**src/rtl/mdio_pkg.sv**
```systemverilog
package mdio_pkg;
  localparam int ADDR_W    = 12;
  localparam int DATA_W    = 32;
  localparam int HALF_W    = 16;
  localparam int FIELD_W   = 5;
  localparam int FRAME_LEN = 64;
  localparam int IDX_W     = $clog2(FRAME_LEN) + 1;
  localparam int TA_POS    = 46;
  localparam int DATA_POS  = 48;

  localparam logic [ADDR_W-1:0] OFS_CMD  = 12'h3C0;
  localparam logic [ADDR_W-1:0] OFS_DATA = 12'h3C4;
  localparam logic [ADDR_W-1:0] OFS_STAT = 12'h3D0;

  localparam int BIT_GO = 20;
  localparam int BIT_RD = 17;
  localparam int BIT_WR = 16;
  localparam int PHY_LSB = 8;

  typedef struct packed {
    logic               rd;
    logic               wr;
    logic [FIELD_W-1:0] phy;
    logic [FIELD_W-1:0] regad;
  } mdio_cmd_t;

  function automatic logic [FRAME_LEN-1:0] build_frame(mdio_cmd_t c, logic [HALF_W-1:0] wd);
    build_frame = {32'hFFFF_FFFF, 2'b01, (c.rd ? 2'b10 : 2'b01), c.phy, c.regad, 2'b10, wd};
  endfunction
endpackage

```
**src/rtl/mdio_clkdiv.sv**
```systemverilog
module mdio_clkdiv #(
  parameter int DIV_HALF = 4
) (
  input  logic clk,
  input  logic rst_n,
  output logic mdc,
  output logic rise_tick,
  output logic fall_tick
);
  localparam int CW = (DIV_HALF > 2) ? $clog2(DIV_HALF) : 1;

  logic [CW-1:0] cnt_q, cnt_d;
  logic          mdc_q, mdc_d;
  logic          tick;

  assign tick      = (cnt_q == CW'(DIV_HALF - 1));
  assign rise_tick = tick && !mdc_q;
  assign fall_tick = tick && mdc_q;
  assign mdc       = mdc_q;

  always_comb begin
    cnt_d = cnt_q + CW'(1);
    mdc_d = mdc_q;
    if (tick) begin
      cnt_d = '0;
      mdc_d = ~mdc_q;
    end
  end

  always_ff @(posedge clk or negedge rst_n) begin
    if (!rst_n) begin
      cnt_q <= '0;
      mdc_q <= 1'b0;
    end else begin
      cnt_q <= cnt_d;
      mdc_q <= mdc_d;
    end
  end

  // the rise tick is followed by MDC high
  assert_rise_high_R5: assert property (@(posedge clk) disable iff (!rst_n)
    rise_tick |=> mdc_q);
endmodule

```
**src/rtl/mdio_regs.sv**
```systemverilog
module mdio_regs
  import mdio_pkg::*;
(
  input  logic              clk,
  input  logic              rst_n,
  input  logic              bus_wr,
  input  logic [ADDR_W-1:0] bus_addr,
  input  logic [DATA_W-1:0] bus_wdata,
  output logic [DATA_W-1:0] bus_rdata,
  input  logic              busy_i,
  input  mdio_cmd_t         cmd_cur_i,
  input  logic [HALF_W-1:0] rdata_i,
  input  logic              invalid_i,
  output logic              start_o,
  output mdio_cmd_t         cmd_new_o,
  output logic [HALF_W-1:0] wdata_o
);
  logic [HALF_W-1:0] dlo_q, dlo_d;
  logic              hit_cmd, hit_data;
  logic              unused_wbits;

  assign hit_cmd  = bus_wr && (bus_addr == OFS_CMD);
  assign hit_data = bus_wr && (bus_addr == OFS_DATA);
  assign start_o  = hit_cmd && bus_wdata[BIT_GO] && !busy_i;
  assign unused_wbits = ^{bus_wdata[DATA_W-1:BIT_GO+1], bus_wdata[BIT_GO-1:BIT_RD+1]};

  assign cmd_new_o.rd    = bus_wdata[BIT_RD];
  assign cmd_new_o.wr    = bus_wdata[BIT_WR];
  assign cmd_new_o.phy   = bus_wdata[PHY_LSB +: FIELD_W];
  assign cmd_new_o.regad = bus_wdata[FIELD_W-1:0];
  assign wdata_o         = dlo_q;

  always_comb begin
    dlo_d = dlo_q;
    if (hit_data) dlo_d = bus_wdata[HALF_W-1:0];
  end

  always_ff @(posedge clk or negedge rst_n) begin
    if (!rst_n) dlo_q <= '0;
    else        dlo_q <= dlo_d;
  end

  always_comb begin
    bus_rdata = '0;
    case (bus_addr)
      OFS_CMD: begin
        bus_rdata[BIT_GO]                 = busy_i;
        bus_rdata[BIT_RD]                 = cmd_cur_i.rd;
        bus_rdata[BIT_WR]                 = cmd_cur_i.wr;
        bus_rdata[PHY_LSB +: FIELD_W]     = cmd_cur_i.phy;
        bus_rdata[FIELD_W-1:0]            = cmd_cur_i.regad;
      end
      OFS_DATA: bus_rdata = {rdata_i, dlo_q};
      OFS_STAT: bus_rdata[0] = invalid_i;
      default:  bus_rdata = '0;
    endcase
  end

  // the write-data half changes only through a data-register write
  assert_data_hold_R9: assert property (@(posedge clk) disable iff (!rst_n)
    !hit_data |=> $stable(dlo_q));
endmodule

```
**src/rtl/mdio_seq.sv**
```systemverilog
module mdio_seq
  import mdio_pkg::*;
(
  input  logic              clk,
  input  logic              rst_n,
  input  logic              start_i,
  input  mdio_cmd_t         cmd_i,
  input  logic [HALF_W-1:0] wdata_i,
  input  logic              rise_tick,
  input  logic              fall_tick,
  input  logic              mdio_i,
  output logic              busy_o,
  output mdio_cmd_t         cmd_o,
  output logic [HALF_W-1:0] rdata_o,
  output logic              invalid_o,
  output logic              mdio_o,
  output logic              mdio_oe
);
  logic                 busy_q, busy_d;
  logic [IDX_W-1:0]     idx_q, idx_d;
  logic [FRAME_LEN-1:0] frame_q, frame_d;
  mdio_cmd_t            cmd_q, cmd_d;
  logic [HALF_W-1:0]    shift_q, shift_d, rdata_q, rdata_d;
  logic                 ta_q, ta_d, inv_q, inv_d, o_q, o_d, oe_q, oe_d;

  always_comb begin
    busy_d  = busy_q;  idx_d  = idx_q;  frame_d = frame_q; cmd_d = cmd_q;
    shift_d = shift_q; rdata_d = rdata_q; ta_d = ta_q; inv_d = inv_q;
    o_d     = o_q;     oe_d   = oe_q;
    if (!busy_q) begin
      if (start_i) begin
        busy_d  = 1'b1;
        idx_d   = '0;
        cmd_d   = cmd_i;
        frame_d = build_frame(cmd_i, wdata_i);
      end
    end else if (fall_tick) begin
      if (idx_q == IDX_W'(FRAME_LEN)) begin
        busy_d = 1'b0;
        oe_d   = 1'b0;
        o_d    = 1'b1;
        if (cmd_q.rd) begin
          rdata_d = shift_q;
          inv_d   = ta_q;
        end
      end else begin
        o_d     = frame_q[FRAME_LEN-1];
        frame_d = {frame_q[FRAME_LEN-2:0], 1'b0};
        oe_d    = !(cmd_q.rd && (idx_q >= IDX_W'(TA_POS)));
        idx_d   = idx_q + IDX_W'(1);
      end
    end else if (rise_tick && cmd_q.rd) begin
      if (idx_q == IDX_W'(TA_POS + 2)) ta_d = mdio_i;
      if (idx_q > IDX_W'(DATA_POS))    shift_d = {shift_q[HALF_W-2:0], mdio_i};
    end
  end

  always_ff @(posedge clk or negedge rst_n) begin
    if (!rst_n) begin
      busy_q <= 1'b0; idx_q <= '0; frame_q <= '0; cmd_q <= '0;
      shift_q <= '0; rdata_q <= '0; ta_q <= 1'b0; inv_q <= 1'b0;
      o_q <= 1'b1; oe_q <= 1'b0;
    end else begin
      busy_q <= busy_d; idx_q <= idx_d; frame_q <= frame_d; cmd_q <= cmd_d;
      shift_q <= shift_d; rdata_q <= rdata_d; ta_q <= ta_d; inv_q <= inv_d;
      o_q <= o_d; oe_q <= oe_d;
    end
  end

  assign busy_o    = busy_q;
  assign cmd_o     = cmd_q;
  assign rdata_o   = rdata_q;
  assign invalid_o = inv_q;
  assign mdio_o    = o_q;
  assign mdio_oe   = oe_q;

  // busy rises only on a launch request
  assert_busy_launch_R3: assert property (@(posedge clk) disable iff (!rst_n)
    $rose(busy_q) |-> $past(start_i));
  // the frame ends on a falling tick after all bits went out
  assert_frame_len_R4: assert property (@(posedge clk) disable iff (!rst_n)
    $fell(busy_q) |-> ($past(fall_tick) && $past(idx_q) == IDX_W'(FRAME_LEN)));
  // the pin is released past the turnaround start of a read
  assert_read_release_R6: assert property (@(posedge clk) disable iff (!rst_n)
    (busy_q && cmd_q.rd && idx_q > IDX_W'(TA_POS)) |-> !oe_q);
endmodule

```
**src/rtl/mdio_cmd_engine.sv**
```systemverilog
module mdio_cmd_engine
  import mdio_pkg::*;
#(
  parameter int DIV_HALF = 4
) (
  input  logic        clk,
  input  logic        rst_n,
  input  logic        bus_wr,
  input  logic [11:0] bus_addr,
  input  logic [31:0] bus_wdata,
  output logic [31:0] bus_rdata,
  output logic        mdc,
  input  logic        mdio_i,
  output logic        mdio_o,
  output logic        mdio_oe
);
  logic [1:0]        rst_sync_q;
  logic              rst_i;
  logic              rise_tick, fall_tick, busy, start, invalid;
  mdio_cmd_t         cmd_new, cmd_cur;
  logic [HALF_W-1:0] wdata, rdata;
  logic              hit_cmd;

  always_ff @(posedge clk or negedge rst_n) begin
    if (!rst_n) rst_sync_q <= 2'b00;
    else        rst_sync_q <= {rst_sync_q[0], 1'b1};
  end
  assign rst_i = rst_sync_q[1];

  mdio_clkdiv #(.DIV_HALF(DIV_HALF)) u_div (
    .clk(clk), .rst_n(rst_i), .mdc(mdc),
    .rise_tick(rise_tick), .fall_tick(fall_tick)
  );

  mdio_regs u_regs (
    .clk(clk), .rst_n(rst_i), .bus_wr(bus_wr), .bus_addr(bus_addr),
    .bus_wdata(bus_wdata), .bus_rdata(bus_rdata), .busy_i(busy),
    .cmd_cur_i(cmd_cur), .rdata_i(rdata), .invalid_i(invalid),
    .start_o(start), .cmd_new_o(cmd_new), .wdata_o(wdata)
  );

  mdio_seq u_seq (
    .clk(clk), .rst_n(rst_i), .start_i(start), .cmd_i(cmd_new),
    .wdata_i(wdata), .rise_tick(rise_tick), .fall_tick(fall_tick),
    .mdio_i(mdio_i), .busy_o(busy), .cmd_o(cmd_cur), .rdata_o(rdata),
    .invalid_o(invalid), .mdio_o(mdio_o), .mdio_oe(mdio_oe)
  );

  assign hit_cmd = bus_wr && (bus_addr == OFS_CMD);

  // MDIO holds still across a rising MDC edge
  assert_hold_at_rise_R5: assert property (@(posedge clk) disable iff (!rst_i)
    $rose(mdc) |-> $stable(mdio_o));
  // a command written while busy leaves the latched command alone
  assert_busy_ignore_R8: assert property (@(posedge clk) disable iff (!rst_i)
    (busy && hit_cmd) |=> $stable(cmd_cur));
endmodule

```
**config.mk**
```make
export PLATFORM = sky130hd
export DESIGN_NAME = mdio_cmd_engine
export DESIGN_NICKNAME = d
export VERILOG_FILES = /design/src/rtl/mdio_pkg.sv /design/src/rtl/mdio_clkdiv.sv /design/src/rtl/mdio_regs.sv /design/src/rtl/mdio_seq.sv /design/src/rtl/mdio_cmd_engine.sv
export SDC_FILE = /design/constraint.sdc
export NUM_CORES = 1
export LEC_CHECK = 0
export ABC_AREA = 1
export BUFFER_PORTS_ARGS = -buffer_cell sky130_fd_sc_hd__buf_2
export CELL_PAD_IN_SITES_DETAIL_PLACEMENT = 0
export CELL_PAD_IN_SITES_GLOBAL_PLACEMENT = 1
export CORE_ASPECT_RATIO = 1.1
export CORE_MARGIN = 8
export CORE_UTILIZATION = 43
export DETAILED_ROUTE_END_ITERATION = 16
export GPL_ROUTABILITY_DRIVEN = 0
export PLACE_DENSITY_LB_ADDON = 0.1
export SYNTH_ARGS = -nofsm -noshare
export SYNTH_HDL_FRONTEND = slang
export SYNTH_SLANG_ARGS = --single-unit
```
**constraint.sdc**
```tcl
create_clock -name clk -period 5.4 [get_ports clk]
set_input_delay 0.27 -clock clk [delete_from_list [all_inputs] [get_ports clk]]
set_output_delay 0.27 -clock clk [all_outputs]
set_load 0.05 [all_outputs]
```
# Word-level counts from Yosys, hierarchy flattened
# Index checks and enable logic that the tools add are counted.
# Widths: inputs -> output; s select.
classes:
  addsub: 2
  magnitude_cmp: 2
  n_eq_ne: 8
  muxes: 25
  n_bitwise: 3
  reduce_logical: 18
ops:
  columns: ["op", "count"]
  rows:
  - ["$mux 64", 4]
  - ["$eq 12x10->1 const B", 3]
  - ["$mux 7", 4]
  - ["$reduce_and 4->1", 3]
  - ["$mux 11", 1]
  - ["$pmux 5 s2", 1]
  - ["$logic_and 1x1->1", 8]
  - ["$pmux 4 s2", 1]
  - ["$add 7x1->7 const B", 1]
  - ["$eq 7x6->1 const B", 1]
  - ["$eq 7x7->1 const B", 1]
  - ["$ge 7x6->1 const B", 1]
  - ["$gt 7x6->1 const B", 1]
  - ["$mux 1", 6]
  - ["$mux 2", 3]
  - ["$mux 3", 2]
  - ["$ne 2x2->1 const B", 2]
  - ["$pmux 2 s2", 1]
  - ["$reduce_and 2->1", 2]
  - ["$logic_not 1->1", 3]
  - ["$not 1->1", 3]
  - ["$pmux 1 s3", 1]
  - ["$reduce_and 3->1", 1]
  - ["$add 2x1->2 const B", 1]
  - ["3 further kinds", 3]
word_totals:
  regBits: 141
  input_bits: 48
  out_inout_bits: 35
  elab_cells: 75

# Longest topological paths before layout
logic_depth:
  depth_word: 6
  ltp_mapped: 10
  mapped_depth_nobuf: 9

# By module
# From an unflattened synthesis, not the netlist that was laid out.
unflattened:
  cells_unflattened: 814
  area_unflattened_um2: 6764.0
modules_own_cells:
  columns: ["mod", "instances", "cells_per_inst", "area_each_um2", "seq_area_each_um2"]
  rows:
  - ["mdio_seq", 1, 607, 5308.8, 3004.1]
  - ["mdio_regs", 1, 191, 1280.0, 400.4]
  - ["mdio_clkdiv", 1, 13, 121.4, 75.1]
  - ["mdio_cmd_engine", 1, 3, 53.8, 50.0]

# Worst setup path after synthesis
# OpenSTA, ideal clock, no wires.
synth_timing:
  path_kind: "input-to-output"
  from: "input bus_addr[5]"
  to: "output bus_rdata[10]"
  arrival_time_ps: 2011
  required_ps: 5130
  path_slack_ps: 3119
  cell_stages: 6
  path_buffers: 1
  cell_sequence: "nor2_1 > nand2_1 > nor2_1 > nand2_1 > clkbuf_1 > o21ai_0"
synth_between:
  elab_chain_cells: 2
  elab_cells_between_ends: 3
  classes_between: "eq/ne (2); mux (1)"
synth_rtl:
  columns: ["item", "line_no", "text"]
  rows:
  - ["from (decl)", "mdio_cmd_engine.sv:9", "input logic [11:0] bus_addr,"]
  - ["$eq 12x10->1", "mdio_regs.sv:45", "case (bus_addr)"]
  - ["$pmux 5 s2 (*)", "mdio_regs.sv:45", null]
  - ["to (decl)", "mdio_cmd_engine.sv:11", "output logic [31:0] bus_rdata,"]
# Every way passes the cells marked *; elsewhere a longest branch is shown, timed or not.

# Worst setup path in the final report
layout_timing:
  from: "input bus_addr[5]"
  to: "output bus_rdata[12]"
# Same word-level chain as after synthesis.

==> impl_metrics.env <==
export IMPL_outcome="finished clean"
export IMPL_grt_pass1_vias=5305
export IMPL_row_count=47
export IMPL_worstMarginPinSlew_ps=1132
export IMPL_cp_arrival_ps=2450
export IMPL_seq_area_frac_synth_pct=53.76
export IMPL_setup_violations=0
export IMPL_synth_distinct_cells=31
export IMPL_cts_sinks=141
export IMPL_clockPowerShare_pct=53.1
export IMPL_grt_pass1_wl_mm=25.85
export IMPL_switching_share_pct=19.78
export IMPL_routed_wirelength_mm=15.06
export IMPL_vias=5229
export IMPL_fin_tns_setup_ps=0
export IMPL_cts_buffer_depth=2
export IMPL_slowest_stage="nand2_1"
export IMPL_grt_remaining_overflow=0
export IMPL_critPathTopFamily="simple AND/OR/NAND/NOR gates"
export IMPL_grt_use_total_pct=16.18
export IMPL_n_antenna_cell=0
export IMPL_ys_flop_type="dfrtp_1"
export IMPL_clk_insertion_delay_late_ps=420
export IMPL_multi_input_area_sq_um=2490
export IMPL_crit_path_start_kind="input pin"
export IMPL_antenna_left=0
export IMPL_antenna_found_initial=0
export IMPL_crit_buf_inv=2
export IMPL_synth_net_count=862
export IMPL_final_cells=1065
export IMPL_die_area_sq_um=19480
export IMPL_start_util_pct=43.78
export IMPL_endpoint_kind="output port"
export IMPL_layout_drive_gt1_share_pct=17.49
export IMPL_hold_violations=0
export IMPL_die_w_um=133.8
export IMPL_fin_nets=908
export IMPL_irDropWorstVdd_mv=0.1797
export IMPL_relSlewSlack_pct=24.44
export IMPL_dpl_cell_count=1033
export IMPL_cts_setup_buffers=0
export IMPL_fmax_mhz=368.2
export IMPL_cts_tree="yes"
export IMPL_hpwlAfterDp_mm=9.247
export IMPL_viasPerCell=4.910
export IMPL_cts_resized=0
export IMPL_htree_levels=4
export IMPL_syn_cell_area_sq_um=6565
export IMPL_critPathRequiredTime_ps=5130
export IMPL_p_seq_share_pct=45.3
export IMPL_fin_crit_sh_pct=50.29
export IMPL_power_density_nw_per_um2=310.4
export IMPL_hp_class="input pin to register"
export IMPL_cp_cell_sequence="buf_2, nor2_1, nand2_1, nor2_1, nand2_1, o21ai_0, buf_2"
export IMPL_power_switching_mw=0.4648
export IMPL_max_stage_delay_ps=680
export IMPL_wl_per_cell_um=14.14
export IMPL_cts_buffers=17
export IMPL_die_h_um=145.6
export IMPL_synthArstFlopShare_pct=100.0
export IMPL_p_int_mw=1.885
export IMPL_synth_edf_count=0
export IMPL_postSynthCellCount=811
export IMPL_coreArea_sq_um=15000
export IMPL_io_buffers=69
export IMPL_total_power_mw=2.350
export IMPL_drt_iter0_drc=337
export IMPL_path_clk_slew_ps=60
export IMPL_register_area_sq_um=3535
export IMPL_pwr_share_comb_pct=1.6
export IMPL_drv_slew=0
export IMPL_yosysWarningCount=0
export IMPL_drc=0
export IMPL_leakage_nw=4.082
export IMPL_postLayoutCoreUtil_pct=50.49
export IMPL_nFillCells=1505
export IMPL_grt_max_degree=72
export IMPL_drv_cap=0
export IMPL_cts_root_buffer="clkbuf_16"
export IMPL_skew_ps=8.655
export IMPL_postSynthAreaPerCell_sq_um=8.095
export IMPL_final_min_clock_period_ps=2716
export IMPL_rsz0062_at_grt="no"
export IMPL_worstPathMaxFanout=30
export IMPL_holdWs_ps=71.68
export IMPL_boundaryPins=83
export IMPL_ys_ff_latch=141
export IMPL_area_growth_syn_to_layout_pct=15.32
export IMPL_first_pass_iters=5
export IMPL_crit_type="input pin to output port"
==> metal layers <==
layer | routed length (um) | global-route usage, % | up-vias
met4 | 172 | 4.778 | 0
met5 | 0 | 0 | -
met3 | 548 | 4.282 | 11
met2 | 7116 | 25.91 | 90
li1 | - | - | 2638
met1 | 7218 | 20.99 | 2490
==> cells in the mapped netlist, types with 2 or more instances <==
master    instances  area share [%]
nor2_1           38             2.2
o21ai_1          19             1.4
clkbuf_1         20             1.1
inv_1            72             4.1
or2_2            34             3.2
o21ai_0          81             6.2
nand4_1           4            0.38
nand3_1          80             6.1
buf_6             7             1.2
buf_2            17             1.3
nor2_2            4            0.38
dfrtp_1         140              53
a21oi_1           9            0.69
ha_1              3            0.57
buf_4             3            0.34
nand2_1         264              15
nand2_4           2            0.34
==> worst paths after layout <==
| kind | end | depth (start not counted) | slack [ps] | start |
|---|---|---|---|---|
| setup reg to reg | u_seq.frame_q[58]$_DFFE_PN0P_ | 8 | 2950 | u_seq.busy_o$_DFF_PN0_ |
| hold reg to reg | u_seq.frame_q[63]$_DFFE_PN0P_ | 0 | 300 | rst_sync_q[1]$_DFF_PN0_ |
| setup / recovery | bus_rdata[12] | 7 | 2680 | bus_addr[5] |
| hold / removal | u_regs.wdata_o[6]$_DFFE_PN0P_ | 3 | 70 | bus_wdata[6] |
| min in group asynchronous | rst_sync_q[1]$_DFF_PN0_ | 2 | 160 | rst_n |
| max in group asynchronous | u_seq.busy_o$_DFF_PN0_ | 1 | 3800 | rst_sync_q[1]$_DFF_PN0_ |
==> metrics by stage <==
stage / cell area [sq um] / worst slack, ps
floorplan: 6565 / 1182
global placement: 6933 / 2327
finish: 7571 / 2684
global route: 7571 / 2366
detailed placement: 6933 / 2286
CTS: 7571 / 2712
==> state kept, by name, summed over array words and instances, names as in the netlist <==
register and count:
u_seq.idx_q 7, u_seq.shift_q 16, u_div.cnt_q 2, u_div.mdc 1
u_seq.ta_q 1, u_seq.mdio_oe 1, u_seq.frame_q 64, rst_sync_q 2
u_regs.wdata_o 16, u_seq.invalid_o 1, u_seq.mdio_o 1, u_seq.cmd_o 12
u_seq.busy_o 1, u_seq.rdata_o 16
==> what timing repair did <==
action,CTS,global route
endpoints found under the setup margin,0,0
hold buffers,1,0
hold endpoints to repair,2,0
==> power groups by stage <==
stage          clock [mW]  sequential (mW)  combinational [mW]
2_1_floorplan           0             1.09             0.00592
3_3_place_gp            0             1.08              0.0391
3_5_place_dp            0             1.08              0.0396
4_1_cts              1.27             1.07              0.0403
5_1_grt              1.32             1.07              0.0449
6_report             1.25             1.06              0.0387
==> kinds of logic after synthesis <==
logic type	Yosys count	synth area share, %
fa+ha+maj	3	0.5718
simple gates	432	28.61
flops	141	53.76
xor+xnor	1	0.1334
other cells	1	0.05712
buf+inv	122	8.309
compound gates	111	8.557
==> cell type report <==
cell class	instances	share of cell area, %
inverter	74	3.702
timing repair buffer	75	5.189
tap	196	3.239
multi-input combinational	548	32.89
clock inverter	12	2.578
clock buffer	19	5.718
sequential	141	46.69
==> cell usage in the layout, fill, tap and decap left out, types with 3 or more instances in the layout <==
cell	n
bufinv_16	5
buf_2	69
clkbuf_16	17
nand3_1	80
nor2_1	38
inv_1	72
buf_4	5
ha_1	3
nand2_1	264
a21oi_1	9
o21ai_0	81
nand4_1	4
nor2_2	4
dfrtp_1	138
clkinv_2	4
or2_2	34
o21ai_1	19
==> tightest hold or removal path: stages <==
cell	delay, ps
buf_2	80
nand2_1	40
o21ai_0	50
(Power assumes the default switching activity.)
